### src/rtl/spk_pkg.sv
package spk_pkg;

   typedef enum logic {
      SPK_IDLE = 1'b0,
      SPK_RUN  = 1'b1
   } spk_state_e;

   function automatic bit spk_is_pow2(input int v);
      return (v > 0) && ((v & (v - 1)) == 0);
   endfunction

endpackage

### src/rtl/spk_lane_packer.sv
module spk_lane_packer #(
   parameter int LANE_W = 32,
   parameter int LANES  = 8
) (
   input  logic                      clk,
   input  logic                      rst,
   input  logic                      clr,
   input  logic                      lane_we,
   input  logic [LANE_W-1:0]         lane_val,
   output logic [LANE_W*LANES-1:0]   beat,
   output logic                      beat_full
);

   localparam int LI_W = (LANES > 1) ? $clog2(LANES) : 1;
   localparam logic [LI_W-1:0] LAST_LANE = LI_W'(LANES - 1);

   logic [LI_W-1:0] idx_q;
   logic            full_q;

   always_ff @(posedge clk) begin
      if (rst) begin
         idx_q  <= '0;
         full_q <= 1'b0;
      end else begin
         if (clr)
            full_q <= 1'b0;
         if (lane_we) begin
            if (idx_q == LAST_LANE) begin
               idx_q  <= '0;
               full_q <= 1'b1;
            end else begin
               idx_q <= idx_q + 1'b1;
            end
         end
      end
   end

   assign beat_full = full_q;

   for (genvar i = 0; i < LANES; i++) begin : g_lane
      logic [LANE_W-1:0] q;
      always_ff @(posedge clk) begin
         if (rst)
            q <= '0;
         else if (lane_we && (idx_q == LI_W'(i)))
            q <= lane_val;
      end
      assign beat[i*LANE_W +: LANE_W] = q;
   end

   // a gathered beat must not be overwritten before it is taken
   p_no_fill_when_full_r1: assert property (@(posedge clk) disable iff (rst)
      lane_we |-> !full_q);

endmodule

### src/rtl/spk_burst_seq.sv
module spk_burst_seq
   import spk_pkg::*;
#(
   parameter int CNT_W      = 16,
   parameter int ADDR_W     = 32,
   parameter int BURST_LEN  = 4,
   parameter int LANES      = 8,
   parameter int BEAT_BYTES = 32
) (
   input  logic              clk,
   input  logic              rst,
   input  logic              cmd_start,
   input  logic [CNT_W-1:0]  cmd_count,
   input  logic [ADDR_W-1:0] cmd_addr,
   input  logic              fifo_empty,
   input  logic              beat_full,
   input  logic              av_waitrequest,
   output logic              fifo_rd,
   output logic              lane_we,
   output logic              pad_sel,
   output logic              av_write,
   output logic              beat_clr,
   output logic [ADDR_W-1:0] av_address,
   output logic              done
);

   localparam int SPB     = LANES * BURST_LEN;
   localparam int SPB_LOG = $clog2(SPB);
   localparam int BI_W    = $clog2(BURST_LEN);
   localparam logic [ADDR_W-1:0] BURST_STEP = ADDR_W'(BURST_LEN * BEAT_BYTES);
   localparam logic [BI_W-1:0]   LAST_BEAT  = BI_W'(BURST_LEN - 1);

   spk_state_e        state_q;
   logic [CNT_W-1:0]  rem_q;
   logic [CNT_W-1:0]  bursts_q;
   logic [BI_W-1:0]   bidx_q;
   logic [ADDR_W-1:0] addr_q;
   logic              done_q;

   logic [CNT_W:0]    ceil_sum;
   logic [CNT_W-1:0]  bursts_calc;
   logic              running;
   logic              fill_ok;
   logic              have_real;
   logic              accept;
   logic              last_beat;

   assign ceil_sum    = {1'b0, cmd_count} + (CNT_W+1)'(SPB - 1);
   assign bursts_calc = CNT_W'(ceil_sum >> SPB_LOG);

   assign running   = (state_q == SPK_RUN);
   assign fill_ok   = running && !beat_full;
   assign have_real = (rem_q != '0);
   assign fifo_rd   = fill_ok && have_real && !fifo_empty;
   assign lane_we   = fill_ok && (!have_real || !fifo_empty);
   assign pad_sel   = !have_real;
   assign av_write  = running && beat_full;
   assign accept    = av_write && !av_waitrequest;
   assign beat_clr  = accept;
   assign last_beat = (bidx_q == LAST_BEAT);
   assign av_address = addr_q;
   assign done       = done_q;

   always_ff @(posedge clk) begin
      if (rst) begin
         state_q  <= SPK_IDLE;
         rem_q    <= '0;
         bursts_q <= '0;
         bidx_q   <= '0;
         addr_q   <= '0;
         done_q   <= 1'b0;
      end else begin
         done_q <= 1'b0;
         case (state_q)
            SPK_IDLE: begin
               if (cmd_start) begin
                  rem_q    <= cmd_count;
                  bursts_q <= bursts_calc;
                  addr_q   <= cmd_addr;
                  bidx_q   <= '0;
                  if (bursts_calc == '0)
                     done_q <= 1'b1;
                  else
                     state_q <= SPK_RUN;
               end
            end
            SPK_RUN: begin
               if (fifo_rd)
                  rem_q <= rem_q - 1'b1;
               if (accept) begin
                  if (last_beat) begin
                     bidx_q   <= '0;
                     addr_q   <= addr_q + BURST_STEP;
                     bursts_q <= bursts_q - 1'b1;
                     if (bursts_q == CNT_W'(1)) begin
                        state_q <= SPK_IDLE;
                        done_q  <= 1'b1;
                     end
                  end else begin
                     bidx_q <= bidx_q + 1'b1;
                  end
               end
            end
            default: state_q <= SPK_IDLE;
         endcase
      end
   end

   // completion is a single-cycle pulse
   p_done_single_r8: assert property (@(posedge clk) disable iff (rst)
      done |=> !done);

   // completion follows either an accepted beat or a start
   p_done_cause_r8: assert property (@(posedge clk) disable iff (rst)
      $rose(done) |-> $past(accept || cmd_start));

   // the address moves by one burst after a burst ends mid-transfer
   p_addr_step_r3: assert property (@(posedge clk) disable iff (rst)
      (accept && last_beat && (bursts_q > CNT_W'(1))) |=>
         (av_address == $past(av_address) + BURST_STEP));

endmodule

### src/rtl/spk_burst_writer.sv
module spk_burst_writer
   import spk_pkg::*;
#(
   parameter int LANE_W    = 32,
   parameter int LANES     = 8,
   parameter int BURST_LEN = 4,
   parameter int CNT_W     = 16,
   parameter int ADDR_W    = 32,
   localparam int DATA_W   = LANE_W * LANES,
   localparam int BE_W     = DATA_W / 8,
   localparam int BC_W     = $clog2(BURST_LEN) + 1
) (
   input  logic              clk,
   input  logic              rst,
   input  logic              cmd_start,
   input  logic [CNT_W-1:0]  cmd_count,
   input  logic [ADDR_W-1:0] cmd_addr,
   output logic              cmd_done,
   input  logic [LANE_W-1:0] fifo_data,
   input  logic              fifo_empty,
   output logic              fifo_rd,
   output logic [ADDR_W-1:0] av_address,
   output logic              av_write,
   output logic [DATA_W-1:0] av_writedata,
   output logic [BC_W-1:0]   av_burstcount,
   output logic [BE_W-1:0]   av_byteenable,
   input  logic              av_waitrequest
);

   localparam int BEAT_BYTES = DATA_W / 8;

   if (!spk_is_pow2(BURST_LEN) || BURST_LEN < 4 || BURST_LEN > 1024) begin : g_bad_burst
      $error("spk_burst_writer: BURST_LEN must be a power of two in 4..1024");
   end
   if (!spk_is_pow2(LANES) || LANES < 2) begin : g_bad_lanes
      $error("spk_burst_writer: LANES must be a power of two of at least 2");
   end
   if ((LANE_W % 8) != 0) begin : g_bad_lane_w
      $error("spk_burst_writer: LANE_W must be a whole number of bytes");
   end
   if (CNT_W < 2) begin : g_bad_cnt
      $error("spk_burst_writer: CNT_W too small");
   end

   logic              lane_we;
   logic              pad_sel;
   logic              beat_clr;
   logic              beat_full;
   logic [LANE_W-1:0] lane_val;

   assign lane_val      = pad_sel ? '0 : fifo_data;
   assign av_burstcount = BC_W'(BURST_LEN);
   assign av_byteenable = '1;

   spk_burst_seq #(
      .CNT_W      (CNT_W),
      .ADDR_W     (ADDR_W),
      .BURST_LEN  (BURST_LEN),
      .LANES      (LANES),
      .BEAT_BYTES (BEAT_BYTES)
   ) seq_i (
      .clk            (clk),
      .rst            (rst),
      .cmd_start      (cmd_start),
      .cmd_count      (cmd_count),
      .cmd_addr       (cmd_addr),
      .fifo_empty     (fifo_empty),
      .beat_full      (beat_full),
      .av_waitrequest (av_waitrequest),
      .fifo_rd        (fifo_rd),
      .lane_we        (lane_we),
      .pad_sel        (pad_sel),
      .av_write       (av_write),
      .beat_clr       (beat_clr),
      .av_address     (av_address),
      .done           (cmd_done)
   );

   spk_lane_packer #(
      .LANE_W (LANE_W),
      .LANES  (LANES)
   ) pack_i (
      .clk       (clk),
      .rst       (rst),
      .clr       (beat_clr),
      .lane_we   (lane_we),
      .lane_val  (lane_val),
      .beat      (av_writedata),
      .beat_full (beat_full)
   );

   // a stalled beat keeps its request, address and data
   p_hold_on_stall_r5: assert property (@(posedge clk) disable iff (rst)
      (av_write && av_waitrequest) |=>
         (av_write && $stable(av_writedata) && $stable(av_address)));

   // reset leaves the outputs quiet
   p_quiet_after_reset_r10: assert property (@(posedge clk)
      rst |=> (!av_write && !cmd_done && !fifo_rd));

endmodule

### config.mk
export PLATFORM = sky130hd
export DESIGN_NAME = spk_burst_writer
export DESIGN_NICKNAME = d
export VERILOG_FILES = /design/src/rtl/spk_pkg.sv /design/src/rtl/spk_lane_packer.sv /design/src/rtl/spk_burst_seq.sv /design/src/rtl/spk_burst_writer.sv
export SDC_FILE = /design/constraint.sdc
export NUM_CORES = 1
export LEC_CHECK = 0
export BUFFER_PORTS_ARGS = -buffer_cell sky130_fd_sc_hd__buf_2
export CORE_MARGIN = 2
export CORE_UTILIZATION = 30
export CTS_CLUSTER_SIZE = 24
export DETAILED_ROUTE_END_ITERATION = 16
export PLACE_DENSITY = 0.6
export SLEW_MARGIN = 0
export SYNTH_ARGS = -nofsm -noshare
export SYNTH_HDL_FRONTEND = slang
export SYNTH_SLANG_ARGS = --single-unit
### constraint.sdc
create_clock -name clk -period 2.6 [get_ports clk]
set_input_delay 0.13 -clock clk [delete_from_list [all_inputs] [get_ports clk]]
set_output_delay 0.13 -clock clk [all_outputs]
set_load 0.005 [all_outputs]
==> summary.md <==
| Metric | Value |
|---|---|
| Status | completed |
| CP Class | reg -> reg |
| Crit share post-route | 0.9425 |
| Detailed Route Iter0 Violations | 1183 |
| Final setup TNS | 0 ns |
| Design Power | 12.34 mW |
| Met3 usage in global routing | 0.04033 |
| WP data required | 3.08 ns |
| Number of enable flip-flop cells after synthesis | 0 |
| Largest family of logic cells by synthesized area | simple AND/OR/NAND/NOR gates |
| Async SR Flop Fraction | 0 |
| P&R area growth vs syn | 31.73% |
| Buf/Inv on CP | 2 |
| CTS root buf | clkbuf_16 |
| Critical Path Source Type | flop |
| Worst slew margin | 0.2873 |
| DR DRC count | 0 |
| Crit path DAT | 2.93 ns |
| PortBufs | 375 |
| CP endpoint kind | flop |
| Vias | 13920 |
| DR pass1 iterations | 5 |
| Power per cell area | 675.0 mW/mm^2 |
| Crit path cell chain | inv_1, ha_1, nor4b_1, and4b_1, buf_12, o21ai_2, nand2_1, a21oi_1 |
| # IOs | 411 |
| Chip Height | 219.1 um |
| Ys Warns | 0 |
| Slowest cell on the critical path | o21ai_2 |
| Max Buffers Root-to-Sink | 3 |
| First-pass GRT wire length | 74.37 mm |
| Synth cell types | 66 |
| Final #Nets | 2273 |
| Post-synthesis cell count | 1804 |
| Clock Latency Late Sink | 0.57 ns |
| Core region area | 0.04548 mm^2 |
| Grt met1 use | 0.2483 |
| Ratio of cells with drive above 1 in the final layout | 0.2379 |
| Crit path max-delay family | compound AO/OA/AOI/OAI gates |
| Actual slew at the worst max-slew pin | 1.069 ns |
| Slowest stage delay, CP | 0.82 ns |
| Peak VDD IR | 0.0004808 V |
| Most crowded layer after global routing | met2 |
| Final min period | 2.451 ns |
| Leak Pwr | 7.494 nW |
| Post-synthesis sequential area ratio | 0.4733 |
| Mux contribution to synthesized area | 0.01362 |
| Max Cap Viol | 0 |
| CTS tree | done |
| Cell Rows | 78 |
| Worst clock skew | 0.01907 ns |
| Adder-cell share of the synthesized area | 0.01082 |
| Non-filler cells in the finished layout | 2809 |
| RSZ-0062 raised after global routing | yes |
| Gpl congestion | 0.8388 |
| Setup violations, final | 0 |
| Post-Syn Area | 0.01387 mm^2 |
| Vias/cell | 4.955 |
| Clock slew at reported path FFs | 0.06 ns |
| Initial antenna violation count | 1 |
| Final Hold Vio Count | 0 |
| DRT Wirelength | 51.36 mm |
| H-Tree Depth | 2 |
| Total GRT Usage | 0.1990 |
| Total grt overflow | 0 |
| Detailed placement HPWL | 33.75 mm |
| CTS Buf Count | 39 |
| GRT met2 Usage | 0.3328 |
| Starting density of the core | 0.3051 |
| Clock net sink count | 328 |
| Hold Path Class | in -> reg |
| Xor and xnor fraction of the mapped netlist area | 0.01010 |
| Top_reg_cell synth | dfxtp_1 |
| Syn_area_per_cell | 7.691 um^2 |
| Synth Area in Simple Gates | 0.2525 |
| Compound-Gate Fraction of Synth Area | 0.1684 |
| Wire per inst | 18.28 um |
| Vias in the first global route | 13020 |
| Final Max Slew Viols | 0 |
| Chip width | 219.1 um |
| Crit-path max FO | 16 |
| Placed Cells incl. Taps | 2674 |
| Full die area | 0.04799 mm^2 |
| Hold WS | 0.04972 ns |
| Final antenna-violating net count | 0 |
| Largest net degree at the start of global routing | 121 |
| Synthesized flop and latch total | 328 |
| Fmax | 0.4081 GHz |
-- layout by cell type, fill, tap and decap left out, drive strengths merged, types with 13 or more instances in the layout --
cell type | netlist | routed
nand2 | 576 | 576
nor4 | 16 | 16
o21ai | 36 | 40
nor3 | 27 | 27
inv | 13 | 16
dlygate4sd3 | 0 | 55
clkinv | 0 | 13
a21oi | 311 | 311
and2 | 38 | 38
buf | 69 | 428
nor2 | 54 | 54
clkbuf | 120 | 52
nand4 | 13 | 13
conb | 2 | 35
and3 | 16 | 16
dfxtp | 328 | 328
nand3 | 21 | 21
-- cell usage after synthesis (6+ instances only) --
master / number / area share
a21oi_1: 310 / 0.11
a221oi_1: 7 / 0.0044
a31oi_1: 12 / 0.0054
and2_0: 10 / 0.0045
and2_1: 28 / 0.013
and3_1: 16 / 0.0072
buf_2: 20 / 0.0072
buf_4: 39 / 0.021
buf_6: 7 / 0.0057
clkbuf_1: 120 / 0.032
dfxtp_1: 328 / 0.47
ha_1: 12 / 0.011
inv_1: 13 / 0.0035
mux2_2: 7 / 0.0057
mux2i_1: 11 / 0.0079
nand2_1: 576 / 0.16
nand2b_1: 9 / 0.0041
nand3_1: 21 / 0.0076
nand4_1: 13 / 0.0059
nor2_1: 54 / 0.015
nor2b_1: 7 / 0.0032
nor3_1: 27 / 0.0097
nor4_1: 16 / 0.0072
o211ai_1: 6 / 0.0032
o21ai_0: 30 / 0.011
o21ai_1: 6 / 0.0022
or4_1: 8 / 0.0043
xnor2_1: 10 / 0.0063
xor2_1: 6 / 0.0038
-- final cells by class --
cell class | count | area, um^2
repair buffers | 483 | 2998
clock inverters | 20 | 219.0
inverters | 13 | 48.80
fillers | 4639 | 27200
well taps | 600 | 750.7
clock buffers | 52 | 1095
flip-flops and latches | 328 | 6568
diodes | 2 | 5.005
multi-input cells | 1311 | 6593
-- worst register-to-register path, stage by stage, from the launching register on --
cell and delay [ns]:
dfxtp_1 0.40, inv_1 0.11, ha_1 0.20, nor4b_1 0.15, and4b_1 0.22, buf_12 0.17
o21ai_2 0.83, nand2_1 0.12, a21oi_1 0.19
-- metrics by stage --
step           worst slack, ns  cell area, um^2  utilization
6_report                0.1495            18280       0.4019
2_1_floorplan           0.5460            14000            -
5_1_grt              -0.004541            18270       0.4018
3_5_place_dp           0.08466            16340       0.3593
3_3_place_gp            0.2178            16340       0.3593
4_1_cts                0.06322            18210       0.4003
-- cells by family after synthesis --
family | Yosys count
and+or+nand+nor | 810
AOI/OAI and AO/OA | 416
DFF | 328
buffers and inverters | 202
muxes | 18
xor gates and xnor gates | 16
adders and majority gates | 12
other | 2
-- report_power, final --
group / total [mW] / internal [mW] / switching (mW)
logic: 1.47 / 0.525 / 0.948
registers: 5.26 / 5.15 / 0.115
clock network: 5.60 / 3.30 / 2.30
-- final timing paths --
path	startpoint	depth (start not counted)	to	slack, ns
worst max register to register	seq_i.rem_q[0]	8	pack_i.g_lane[5].q[10]	0.15
worst max-delay path	seq_i.rem_q[0]	8	pack_i.g_lane[5].q[10]	0.15
worst min-delay path	cmd_count[6]	4	seq_i.done	0.05
worst min register to register	pack_i.g_lane[3].q[26]	2	pack_i.g_lane[3].q[26]	0.45
-- repair_timing --
| action | in CTS | in global routing |
|---|---|---|
| gates resized for setup | 0 | 3 |
| setup endpoints to repair | 0 | 43 |
| buffers inserted | 0 | 2 |
| hold buffers | 55 | 0 |
| hold endpoints to repair | 59 | 0 |
-- flip-flops by register name, indices dropped and copies added (netlist names) --
name	count
seq_i.rem_q	16
seq_i.done	1
pack_i.idx_q	3
pack_i.g_lane.q	256
seq_i.bursts_q	16
pack_i.beat_full	1
seq_i.av_address	32
seq_i.running	1
seq_i.bidx_q	2
-- per-layer routing --
| layer | wire length (um) | share of wire |
|---|---|---|
| met1 | 21860 | 0.43 |
| met2 | 23980 | 0.47 |
| met3 | 3506 | 0.068 |
| met4 | 2011 | 0.039 |
| met5 | 0 | 0 |
(Power assumes the default switching activity.)
